===== src/rtl/sdi_pkg.sv =====
package sdi_pkg;

    typedef enum logic [4:0] {
        ST_IDLE,
        ST_FILL_REQ,
        ST_FILL_WAIT,
        ST_RST_REQ,
        ST_RST_WAIT,
        ST_PROBE_REQ,
        ST_PROBE_WAIT,
        ST_L_APP_REQ,
        ST_L_APP_WAIT,
        ST_L_OP_REQ,
        ST_L_OP_WAIT,
        ST_H_PAUSE,
        ST_H_OCR_REQ,
        ST_H_OCR_WAIT,
        ST_H_APP_REQ,
        ST_H_APP_WAIT,
        ST_H_OP_REQ,
        ST_H_OP_WAIT,
        ST_H_FIN_REQ,
        ST_H_FIN_WAIT,
        ST_BLK_REQ,
        ST_BLK_WAIT,
        ST_READY,
        ST_FAIL
    } sdi_state_e;

    typedef enum logic [1:0] {
        KIND_NONE   = 2'd0,
        KIND_LEGACY = 2'd1,
        KIND_HIGH   = 2'd2
    } sdi_kind_e;

    localparam logic [5:0]  IX_RESET    = 6'd0;
    localparam logic [5:0]  IX_PROBE    = 6'd8;
    localparam logic [5:0]  IX_BLKLEN   = 6'd16;
    localparam logic [5:0]  IX_OPCOND   = 6'd41;
    localparam logic [5:0]  IX_APPNEXT  = 6'd55;
    localparam logic [5:0]  IX_OCR      = 6'd58;

    localparam logic [31:0] ARG_ZERO    = 32'h0000_0000;
    localparam logic [31:0] ARG_PROBE   = 32'h0000_01AA;
    localparam logic [31:0] ARG_HCS     = 32'h4000_0000;
    localparam logic [31:0] ARG_BLK512  = 32'd512;

    localparam logic [7:0]  ST1_IDLE    = 8'h01;
    localparam logic [7:0]  ST1_OLDCARD = 8'h05;
    localparam logic [7:0]  ST1_CLEAR   = 8'h00;

endpackage


===== src/rtl/sdi_count.sv =====
module sdi_count #(
    parameter int LIMIT = 16
) (
    input  logic clk,
    input  logic rst_n,
    input  logic clr,
    input  logic inc,
    output logic at_last
);
    localparam int W = (LIMIT < 2) ? 1 : $clog2(LIMIT + 1);

    logic [W-1:0] cnt;

    always_ff @(posedge clk or negedge rst_n) begin
        if (!rst_n) begin
            cnt <= '0;
        end else if (clr) begin
            cnt <= '0;
        end else if (inc) begin
            cnt <= cnt + 1'b1;
        end
    end

    assign at_last = (cnt == W'(LIMIT - 1));

endmodule


===== src/rtl/sdi_cmd_sel.sv =====
module sdi_cmd_sel
    import sdi_pkg::*;
(
    input  sdi_state_e  st,
    output logic        req,
    output logic [5:0]  idx,
    output logic [31:0] arg
);
    always_comb begin
        req = 1'b0;
        idx = IX_RESET;
        arg = ARG_ZERO;
        case (st)
            ST_RST_REQ:    begin req = 1'b1; idx = IX_RESET; end
            ST_RST_WAIT:   begin idx = IX_RESET; end
            ST_PROBE_REQ:  begin req = 1'b1; idx = IX_PROBE; arg = ARG_PROBE; end
            ST_PROBE_WAIT: begin idx = IX_PROBE; arg = ARG_PROBE; end
            ST_L_APP_REQ:  begin req = 1'b1; idx = IX_APPNEXT; end
            ST_L_APP_WAIT: begin idx = IX_APPNEXT; end
            ST_L_OP_REQ:   begin req = 1'b1; idx = IX_OPCOND; end
            ST_L_OP_WAIT:  begin idx = IX_OPCOND; end
            ST_H_OCR_REQ:  begin req = 1'b1; idx = IX_OCR; end
            ST_H_OCR_WAIT: begin idx = IX_OCR; end
            ST_H_APP_REQ:  begin req = 1'b1; idx = IX_APPNEXT; end
            ST_H_APP_WAIT: begin idx = IX_APPNEXT; end
            ST_H_OP_REQ:   begin req = 1'b1; idx = IX_OPCOND; arg = ARG_HCS; end
            ST_H_OP_WAIT:  begin idx = IX_OPCOND; arg = ARG_HCS; end
            ST_H_FIN_REQ:  begin req = 1'b1; idx = IX_OCR; end
            ST_H_FIN_WAIT: begin idx = IX_OCR; end
            ST_BLK_REQ:    begin req = 1'b1; idx = IX_BLKLEN; arg = ARG_BLK512; end
            ST_BLK_WAIT:   begin idx = IX_BLKLEN; arg = ARG_BLK512; end
            default:       begin req = 1'b0; end
        endcase
    end

endmodule


===== src/rtl/sdspi_init_seq.sv =====
module sdspi_init_seq
    import sdi_pkg::*;
#(
    parameter int FILL_BYTES = 16,
    parameter int MAX_TRIES  = 5000,
    parameter int WAIT_TICKS = 2500000,
    parameter int MULT_W     = 10
) (
    input  logic              clk,
    input  logic              rst_n,
    input  logic              start_i,
    output logic              fill_start_o,
    input  logic              fill_done_i,
    output logic              cmd_start_o,
    output logic [5:0]        cmd_idx_o,
    output logic [31:0]       cmd_arg_o,
    input  logic              cmd_done_i,
    input  logic [7:0]        cmd_r1_i,
    input  logic              cmd_tmo_i,
    output logic              fast_clk_o,
    output logic              ready_o,
    output logic              fail_o,
    output logic              no_card_o,
    output logic [1:0]        card_type_o,
    output logic [MULT_W-1:0] addr_mult_o
);
    localparam logic [MULT_W-1:0] MULT_BYTE  = MULT_W'(512);
    localparam logic [MULT_W-1:0] MULT_BLOCK = MULT_W'(1);

    sdi_state_e state, nxt;

    logic fill_last, try_last, pause_last;
    logic at_rest;
    logic rsp_good, rsp_idle, rsp_old;
    logic op_fail;

    // Reply classification: a timeout always spoils the reply
    assign rsp_good = cmd_done_i && !cmd_tmo_i && (cmd_r1_i == ST1_CLEAR);
    assign rsp_idle = cmd_done_i && !cmd_tmo_i && (cmd_r1_i == ST1_IDLE);
    assign rsp_old  = cmd_done_i && !cmd_tmo_i && (cmd_r1_i == ST1_OLDCARD);
    assign op_fail  = ((state == ST_L_OP_WAIT) || (state == ST_H_OP_WAIT))
                      && cmd_done_i && !rsp_good;
    assign at_rest  = (state == ST_IDLE) || (state == ST_READY) || (state == ST_FAIL);

    // Warm-up byte counter
    sdi_count #(.LIMIT(FILL_BYTES)) u_fill_cnt (
        .clk     (clk),
        .rst_n   (rst_n),
        .clr     (at_rest),
        .inc     ((state == ST_FILL_WAIT) && fill_done_i),
        .at_last (fill_last)
    );

    // Operating-condition attempt counter
    sdi_count #(.LIMIT(MAX_TRIES)) u_try_cnt (
        .clk     (clk),
        .rst_n   (rst_n),
        .clr     (state == ST_PROBE_WAIT),
        .inc     (op_fail),
        .at_last (try_last)
    );

    // Pause timer ahead of each high-capacity attempt
    sdi_count #(.LIMIT(WAIT_TICKS)) u_pause_cnt (
        .clk     (clk),
        .rst_n   (rst_n),
        .clr     (state != ST_H_PAUSE),
        .inc     (state == ST_H_PAUSE),
        .at_last (pause_last)
    );

    // State register
    always_ff @(posedge clk or negedge rst_n) begin
        if (!rst_n) begin
            state <= ST_IDLE;
        end else begin
            state <= nxt;
        end
    end

    // Next-state logic
    always_comb begin
        nxt = state;
        unique case (state)
            ST_IDLE, ST_READY, ST_FAIL: begin
                if (start_i) nxt = ST_FILL_REQ;
            end
            ST_FILL_REQ:  nxt = ST_FILL_WAIT;
            ST_FILL_WAIT: begin
                if (fill_done_i) nxt = fill_last ? ST_RST_REQ : ST_FILL_REQ;
            end
            ST_RST_REQ:   nxt = ST_RST_WAIT;
            ST_RST_WAIT: begin
                if (cmd_done_i) nxt = ST_PROBE_REQ;
            end
            ST_PROBE_REQ: nxt = ST_PROBE_WAIT;
            ST_PROBE_WAIT: begin
                if (cmd_done_i) begin
                    if (rsp_idle)     nxt = ST_H_PAUSE;
                    else if (rsp_old) nxt = ST_L_APP_REQ;
                    else              nxt = ST_FAIL;
                end
            end
            ST_L_APP_REQ: nxt = ST_L_APP_WAIT;
            ST_L_APP_WAIT: begin
                if (cmd_done_i) nxt = ST_L_OP_REQ;
            end
            ST_L_OP_REQ:  nxt = ST_L_OP_WAIT;
            ST_L_OP_WAIT: begin
                if (cmd_done_i) begin
                    if (rsp_good)      nxt = ST_BLK_REQ;
                    else if (try_last) nxt = ST_FAIL;
                    else               nxt = ST_L_APP_REQ;
                end
            end
            ST_H_PAUSE: begin
                if (pause_last) nxt = ST_H_OCR_REQ;
            end
            ST_H_OCR_REQ: nxt = ST_H_OCR_WAIT;
            ST_H_OCR_WAIT: begin
                if (cmd_done_i) nxt = ST_H_APP_REQ;
            end
            ST_H_APP_REQ: nxt = ST_H_APP_WAIT;
            ST_H_APP_WAIT: begin
                if (cmd_done_i) nxt = ST_H_OP_REQ;
            end
            ST_H_OP_REQ:  nxt = ST_H_OP_WAIT;
            ST_H_OP_WAIT: begin
                if (cmd_done_i) begin
                    if (rsp_good)      nxt = ST_H_FIN_REQ;
                    else if (try_last) nxt = ST_FAIL;
                    else               nxt = ST_H_PAUSE;
                end
            end
            ST_H_FIN_REQ: nxt = ST_H_FIN_WAIT;
            ST_H_FIN_WAIT: begin
                if (cmd_done_i) nxt = ST_BLK_REQ;
            end
            ST_BLK_REQ:   nxt = ST_BLK_WAIT;
            ST_BLK_WAIT: begin
                if (cmd_done_i) nxt = rsp_good ? ST_READY : ST_FAIL;
            end
            default: nxt = ST_IDLE;
        endcase
    end

    // Command request decode
    sdi_cmd_sel u_cmd_sel (
        .st  (state),
        .req (cmd_start_o),
        .idx (cmd_idx_o),
        .arg (cmd_arg_o)
    );

    assign fill_start_o = (state == ST_FILL_REQ);
    assign ready_o      = (state == ST_READY);
    assign fail_o       = (state == ST_FAIL);

    // Result registers
    always_ff @(posedge clk or negedge rst_n) begin
        if (!rst_n) begin
            fast_clk_o  <= 1'b0;
            no_card_o   <= 1'b0;
            card_type_o <= KIND_NONE;
            addr_mult_o <= '0;
        end else if (at_rest && start_i) begin
            fast_clk_o  <= 1'b0;
            no_card_o   <= 1'b0;
            card_type_o <= KIND_NONE;
            addr_mult_o <= '0;
        end else begin
            if ((state == ST_RST_WAIT) && cmd_done_i && !rsp_idle) begin
                no_card_o <= 1'b1;
            end
            if ((state == ST_L_OP_WAIT) && rsp_good) begin
                card_type_o <= KIND_LEGACY;
                addr_mult_o <= MULT_BYTE;
            end
            if ((state == ST_H_OP_WAIT) && rsp_good) begin
                card_type_o <= KIND_HIGH;
                addr_mult_o <= MULT_BLOCK;
            end
            if ((state == ST_BLK_WAIT) && rsp_good) begin
                fast_clk_o <= 1'b1;
            end
            if ((state != ST_FAIL) && (nxt == ST_FAIL)) begin
                card_type_o <= KIND_NONE;
                addr_mult_o <= '0;
            end
        end
    end

endmodule


===== config.mk =====
export PLATFORM = sky130hd
export DESIGN_NAME = sdspi_init_seq
export DESIGN_NICKNAME = d
export VERILOG_FILES = /design/src/rtl/sdi_pkg.sv /design/src/rtl/sdi_count.sv /design/src/rtl/sdi_cmd_sel.sv /design/src/rtl/sdspi_init_seq.sv
export SDC_FILE = /design/constraint.sdc
export NUM_CORES = 1
export LEC_CHECK = 0
export BUFFER_PORTS_ARGS = -buffer_cell sky130_fd_sc_hd__buf_4
export CORE_MARGIN = 2
export CORE_UTILIZATION = 45
export CTS_BUF_LIST = sky130_fd_sc_hd__clkbuf_2
export CTS_CLUSTER_DIAMETER = 40
export DETAILED_ROUTE_END_ITERATION = 8
export PLACE_DENSITY = 0.66
export SYNTH_ARGS = -nofsm -noshare
export SYNTH_HDL_FRONTEND = slang
export SYNTH_SLANG_ARGS = --single-unit

===== constraint.sdc =====
create_clock -name clk -period 3 [get_ports clk]
set_clock_uncertainty 0.2 [all_clocks]
set_input_delay 0.6 -clock clk [delete_from_list [all_inputs] [get_ports clk]]
set_output_delay 0.6 -clock clk [all_outputs]
set_load 0.01 [all_outputs]

**Word level (Yosys, flattened, before mapping)**

Cells that the tools add are included.
W data, S select, Z words.

- Bits in registers: 59
- Input bits: 14
- Output and inout bits: 56
- Word-level logic and storage cells: 120

- Add/subtract/negate cells: 3
- Eq/ne operators: 31
- Multiplexer cells: 42
- Reductions and logical operators: 36

Operators with widths:

| operator | count |
|---|---|
| $pmux W5 S22 | 1 |
| $mux W5 | 20 |
| $pmux W31 S3 | 1 |
| $eq A5 B4 Y1 const B | 9 |
| $eq A5 B5 Y1 const B | 9 |
| $mux W22 | 2 |
| $mux W10 | 4 |
| $pmux W6 S5 | 1 |
| $mux W13 | 2 |
| $add A22 B1 Y22 const B | 1 |
| $eq A22 B22 Y1 const B | 1 |
| $eq A5 B3 Y1 const B | 4 |
| $logic_and A1 B1 Y1 | 14 |
| $add A13 B1 Y13 const B | 1 |
| $eq A13 B13 Y1 const B | 1 |
| $reduce_or A4 Y1 | 3 |
| $eq A5 B2 Y1 const B | 2 |
| $mux W2 | 5 |
| $reduce_bool A2 Y1 | 5 |
| $reduce_or A9 Y1 | 1 |
| $eq A8 B1 Y1 const B | 1 |
| $eq A8 B3 Y1 const B | 1 |
| $logic_not A8 Y1 | 1 |
| $mux W1 | 6 |
| 10 further kinds | 16 |

**Logic depth before layout (Yosys ltp)**

- Depth in word-level cells: 11
- Gate-level depth with buffers: 9
- Depth with buffers taken out: 7

**Modules after synthesis**

A second synthesis with hierarchy kept.

- Cells, all modules: 437
- Area total of the unflattened synthesis: 3,751.1 µm²

Modules (own cells, without submodules):

| module | instances | cells each | area an instance (µm²) | sequential area each (µm²) |
|---|---|---|---|---|
| sdi_count (u_pause_cnt) | 1 | 130 | 1,213.7 | 550.5 |
| sdspi_init_seq | 1 | 144 | 1,067.3 | 225.2 |
| sdi_count (u_try_cnt) | 1 | 70 | 680.7 | 325.3 |
| sdi_cmd_sel | 1 | 70 | 519.2 | 0.0 |
| sdi_count (u_fill_cnt) | 1 | 23 | 270.3 | 125.1 |

**Least setup slack after synthesis**

Ideal clock, no wire load.

- Path kind: register to output
- Start point: register state[4]
- End point: output port cmd_arg_o[3]
- Arrival time: 1,854 ps
- Data required time: 2,200 ps
- Path slack: 346 ps
- Stages on the path, launching flop included: 7
- Path buffers: 5
- Path through: dfrtp_1 -> buf_2 -> buf_4 -> clkbuf_1 -> clkbuf_1 -> a211oi_1 -> buf_4

- Cells in the longest elaborated chain, start to end: 3
- Elaborated cells between the ends (all ways): 10
- Those cells by class: 6 x eq/ne; 1 x mux; 3 x reduce/logical

Ends and longest elaborated chain:

| what | line | source |
|---|---|---|
| start: declaration | sdspi_init_seq.sv:30 | `sdi_state_e state, nxt;` |
| start signal: assignment | sdspi_init_seq.sv:77 | `state <= nxt;` |
| $eq A5 B5 Y1 or $eq A5 B3 Y1 (tied branches) | sdi_cmd_sel.sv:13 | `case (st)` |
| $reduce_or A2 Y1 (no line) | n/a |  |
| $pmux W31 S3 (*) | sdi_cmd_sel.sv:13 |  |
| end: declaration | sdspi_init_seq.sv:16 | `output logic [31:0] cmd_arg_o,` |

Every way passes the cells marked *; elsewhere a longest branch is shown, timed or not.

**Worst setup path in the final report**

- Start point: register state[1]
- End point: output port cmd_arg_o[8]

The elaborated chain is that of the path after synthesis.

==> impl_results.md <==
* Outcome: finished, final reports clean
* Min-Delay Path Class: input pin to register
* R2R cell count at 6
* Clk buf depth at 2
* Synth Register Bits at 49
* Crit path kind: register to output port
* Row cnt at 32
* Leakage at 1.672 nW
* Ant diodes at 0
* Critical path peak fanout at 15
* Num ports at 70
* Crit path capture: cmd_arg_o[8]
* Pwr Density at 782.0 nW/µm²
* Core Region at 7727 µm²
* Filler Cell Count at 748
* Clk pin slew, worst setup/hold paths at 240 ps
* Synth Cell Area at 3583 µm²
* Footprint of the multi-input gates at 2013 µm²
* Initial core utilization at 46.37%
* Clk root buf: clkbuf_2
* Worst rel slew slack at 59.63%
* DR pass1 iterations at 5
* Setup_tns at 0 ps
* Asr flop ratio synth at 100.0%
* Post-synth cell types at 61
* Largest net degree at the start of global routing at 50
* Clk sinks at 49
* Final period utilization at 93.65%
* Synth warn at 0
* Critical path data arrival time at 2010 ps
* Reg2reg start: u_try_cnt.cnt[5]
* Seq pwr share at 30.4%
* Part of the power in combinational logic at 58.1%
* Clock network power share at 11.5%
* FF-to-FF setup slack at 380 ps
* Crit end category: output port
* Vias after detailed routing at 3192
* Post-Syn Area per Cell at 8.276 µm²
* Design Area, Final at 3911 µm²
* Crit Reg-Reg Endpoint: addr_mult_o[0]
* Global Route Usage Sum at 20.08%
* First-pass GRT wire length at 13.94 mm
* Internal cell power at 1.636 mW
* Chip Height at 93.24 µm
* CTS tree: done
* DR DRC count at 0
* Port Buffers at 36
* Crit-path most repeated cell: buf_4
* DR vias/cell at 5.650
* Final-report max-slew violation count at 0
* Max incr delay on CP at 520 ps
* Min Tclk post-route at 2810 ps
* Die footprint at 8693 µm²
* Fmax at 355.9 MHz
* Initial antenna violation count at 0
* HPWL after DPL at 6.439 mm
* Switching share of power at 46.51%
* RSZ-0062 raised after global routing: no
* Psw at 1.423 mW
* Worst skew pair latency at 420 ps
* Final ANT Viol Nets at 0
* Max_cap viols at 0
* GRT overflow at 0
* CTS buffer count at 5
* Layout cell share with drive strength beyond 1 at 15.12%
* Area delta synth->final at 9.148%
* Seq/Total Area, Yosys at 34.22%
* Die Span X at 93.24 µm
* H-tree level count at 2
* Iteration-0 DRC count of the detailed router at 361
* Placed cell area at 3830 µm²
* DR WL/cell at 15.32 µm
* Crit path from: state[1]
* Wirelength, routed at 8.657 mm
* Critical-path top delay cell: dfrtp_1
* # setup viols final at 0
* Worst-Margin Slew at 605.6 ps
* EDFF count, synth at 0
* Crit path required time at 2200 ps
* Worst Setup Start Kind: register
* Placer congestion estimate at 0.9460
* Reg area at 1227 µm²
* Peak supply drop at 404.6 µV
* Vias in the first global route at 2792
* Post-Syn Instances at 433
* Cell Chain, Critical Path: buf_4 -> nand2b_1 -> a211oi_1 -> buf_4 -> buf_4
* WHS Path Cells at 2
* NumNets Final at 480
* Post-synth top flop: dfrtp_1
* Hold Vio Cnt, Final at 0
[logic make-up after synthesis]
kind of cell,share of synthesized area [%]
other,0.1046
muxes,0.8380
AOI/OAI and AO/OA,15.92
buffers and inverters,12.95
and+or+nand+nor,27.44
DFF,34.22
adders and majority gates,1.676
xor gates and xnor gates,6.844
[power groups by stage]
stage | registers, mW | clock network, mW | logic (mW)
after global routing | 0.944 | 0.394 | 1.93
after CTS | 0.924 | 0.366 | 1.75
after detailed placement | 0.935 | 0 | 1.74
after global placement | 0.932 | 0 | 1.74
final | 0.929 | 0.352 | 1.78
after floorplan | 0.862 | 0 | 1.27
[flip-flops by register name (all words and copies together), names as in the netlist]
| name | cells |
|---|---|
| fast_clk_o | 1 |
| u_pause_cnt.cnt | 22 |
| u_try_cnt.cnt | 13 |
| card_type_o | 1 |
| state | 5 |
| addr_mult_o | 1 |
| u_fill_cnt.cnt | 5 |
| no_card_o | 1 |
[worst min path at each step]
stage	to	startpoint
floorplan	addr_mult_o[0]	rst_n
global placement	u_pause_cnt.cnt[0]	u_pause_cnt.cnt[0]
detailed placement	u_pause_cnt.cnt[0]	u_pause_cnt.cnt[0]
CTS	no_card_o	start_i
global route	no_card_o	start_i
finish	no_card_o	start_i
[synthesized netlist by cell type, drive strengths merged, types with 6 or more instances]
cell type / n / area (µm²)
nor3: 8 / 40.04
clkbuf: 18 / 67.56
nor2: 57 / 214.0
nand3: 17 / 85.08
o21ai: 23 / 115.1
nand2b: 7 / 43.79
nor2b: 6 / 37.54
a31oi: 8 / 50.05
nand2: 32 / 120.1
buf: 48 / 359.1
xnor2: 9 / 78.83
a21oi: 17 / 85.08
inv: 9 / 33.78
dfrtp: 49 / 1226
nor4: 7 / 43.79
xor2: 19 / 166.4
nand4: 13 / 81.33
or3: 8 / 50.05
[cell type report]
class                   instances  area share, %
clock buffers                   5         0.6398
clock inverters                 3          1.056
multi-input cells             340          51.47
flip-flops and latches         49          31.38
well taps                     102          3.263
inverters                      10         0.9597
repair buffers                 56          11.23
[layout by cell type, fill, tap and decap left out, types with 2 or more instances in the layout]
cell type / Yosys / final
clkinv_1: 1 / 2
nand2b_1: 7 / 7
inv_1: 9 / 9
o32ai_1: 3 / 3
nor4_1: 7 / 7
buf_4: 41 / 53
mux2i_1: 3 / 3
or4_1: 3 / 3
and3_1: 5 / 5
or2_1: 2 / 2
dfrtp_1: 49 / 48
o22ai_1: 5 / 5
a32oi_1: 4 / 4
ha_1: 4 / 4
nand3_1: 17 / 17
xor2_1: 19 / 19
nand2_1: 32 / 32
and2_1: 5 / 5
nor3b_1: 2 / 2
xnor2_1: 9 / 9
nor4bb_1: 3 / 3
o21ai_0: 11 / 11
and4_1: 4 / 4
o211ai_1: 2 / 2
o21ai_1: 12 / 12
o31ai_1: 2 / 2
nand4_1: 13 / 13
a211oi_1: 5 / 5
conb_1: 1 / 33
nor2b_1: 6 / 6
a22oi_1: 3 / 3
a21oi_1: 17 / 17
nor3_1: 8 / 8
or3_1: 8 / 8
nor2_1: 57 / 57
a31oi_1: 8 / 8
clkbuf_2: 0 / 5
[layer usage]
layer	GRT usage (%)	routed length (µm)	up-vias
li1	-	-	1530
met3	3.304	717	7
met2	30.46	3932	157
met1	30.21	3951	1498
met4	4.167	55	0
met5	0	0	-
[per-stage QoR]
step | util [%] | power (mW) | hold slack (ps) | setup WS [ps] | std cells
floorplan | - | 2.127 | 104.4 | 345.6 | 465
global placement | 49.56 | 2.672 | 268.9 | 441.7 | 556
detailed placement | 49.56 | 2.679 | 277.8 | 366.7 | 556
CTS | 50.55 | 3.038 | 155.8 | 86.56 | 565
global route | 50.62 | 3.267 | 144.5 | 3.473 | 565
finish | 50.62 | 3.059 | 197.8 | 190.5 | 565
[worst max-delay path: cells and delay by family (launching register included)]
family | cells | cell delay (ps)
buffers and inverters | 3 | 520
AND/OR/NAND/NOR | 1 | 240
flip-flops | 1 | 520
AO/OA/AOI/OAI | 1 | 330
[timing repair]
action	CTS	global route
hold buffers	1	0
hold endpoints to repair	49	0
setup buffers	0	0
resized for setup	0	2
setup endpoints to repair	0	8
(Power assumes the default switching activity.)
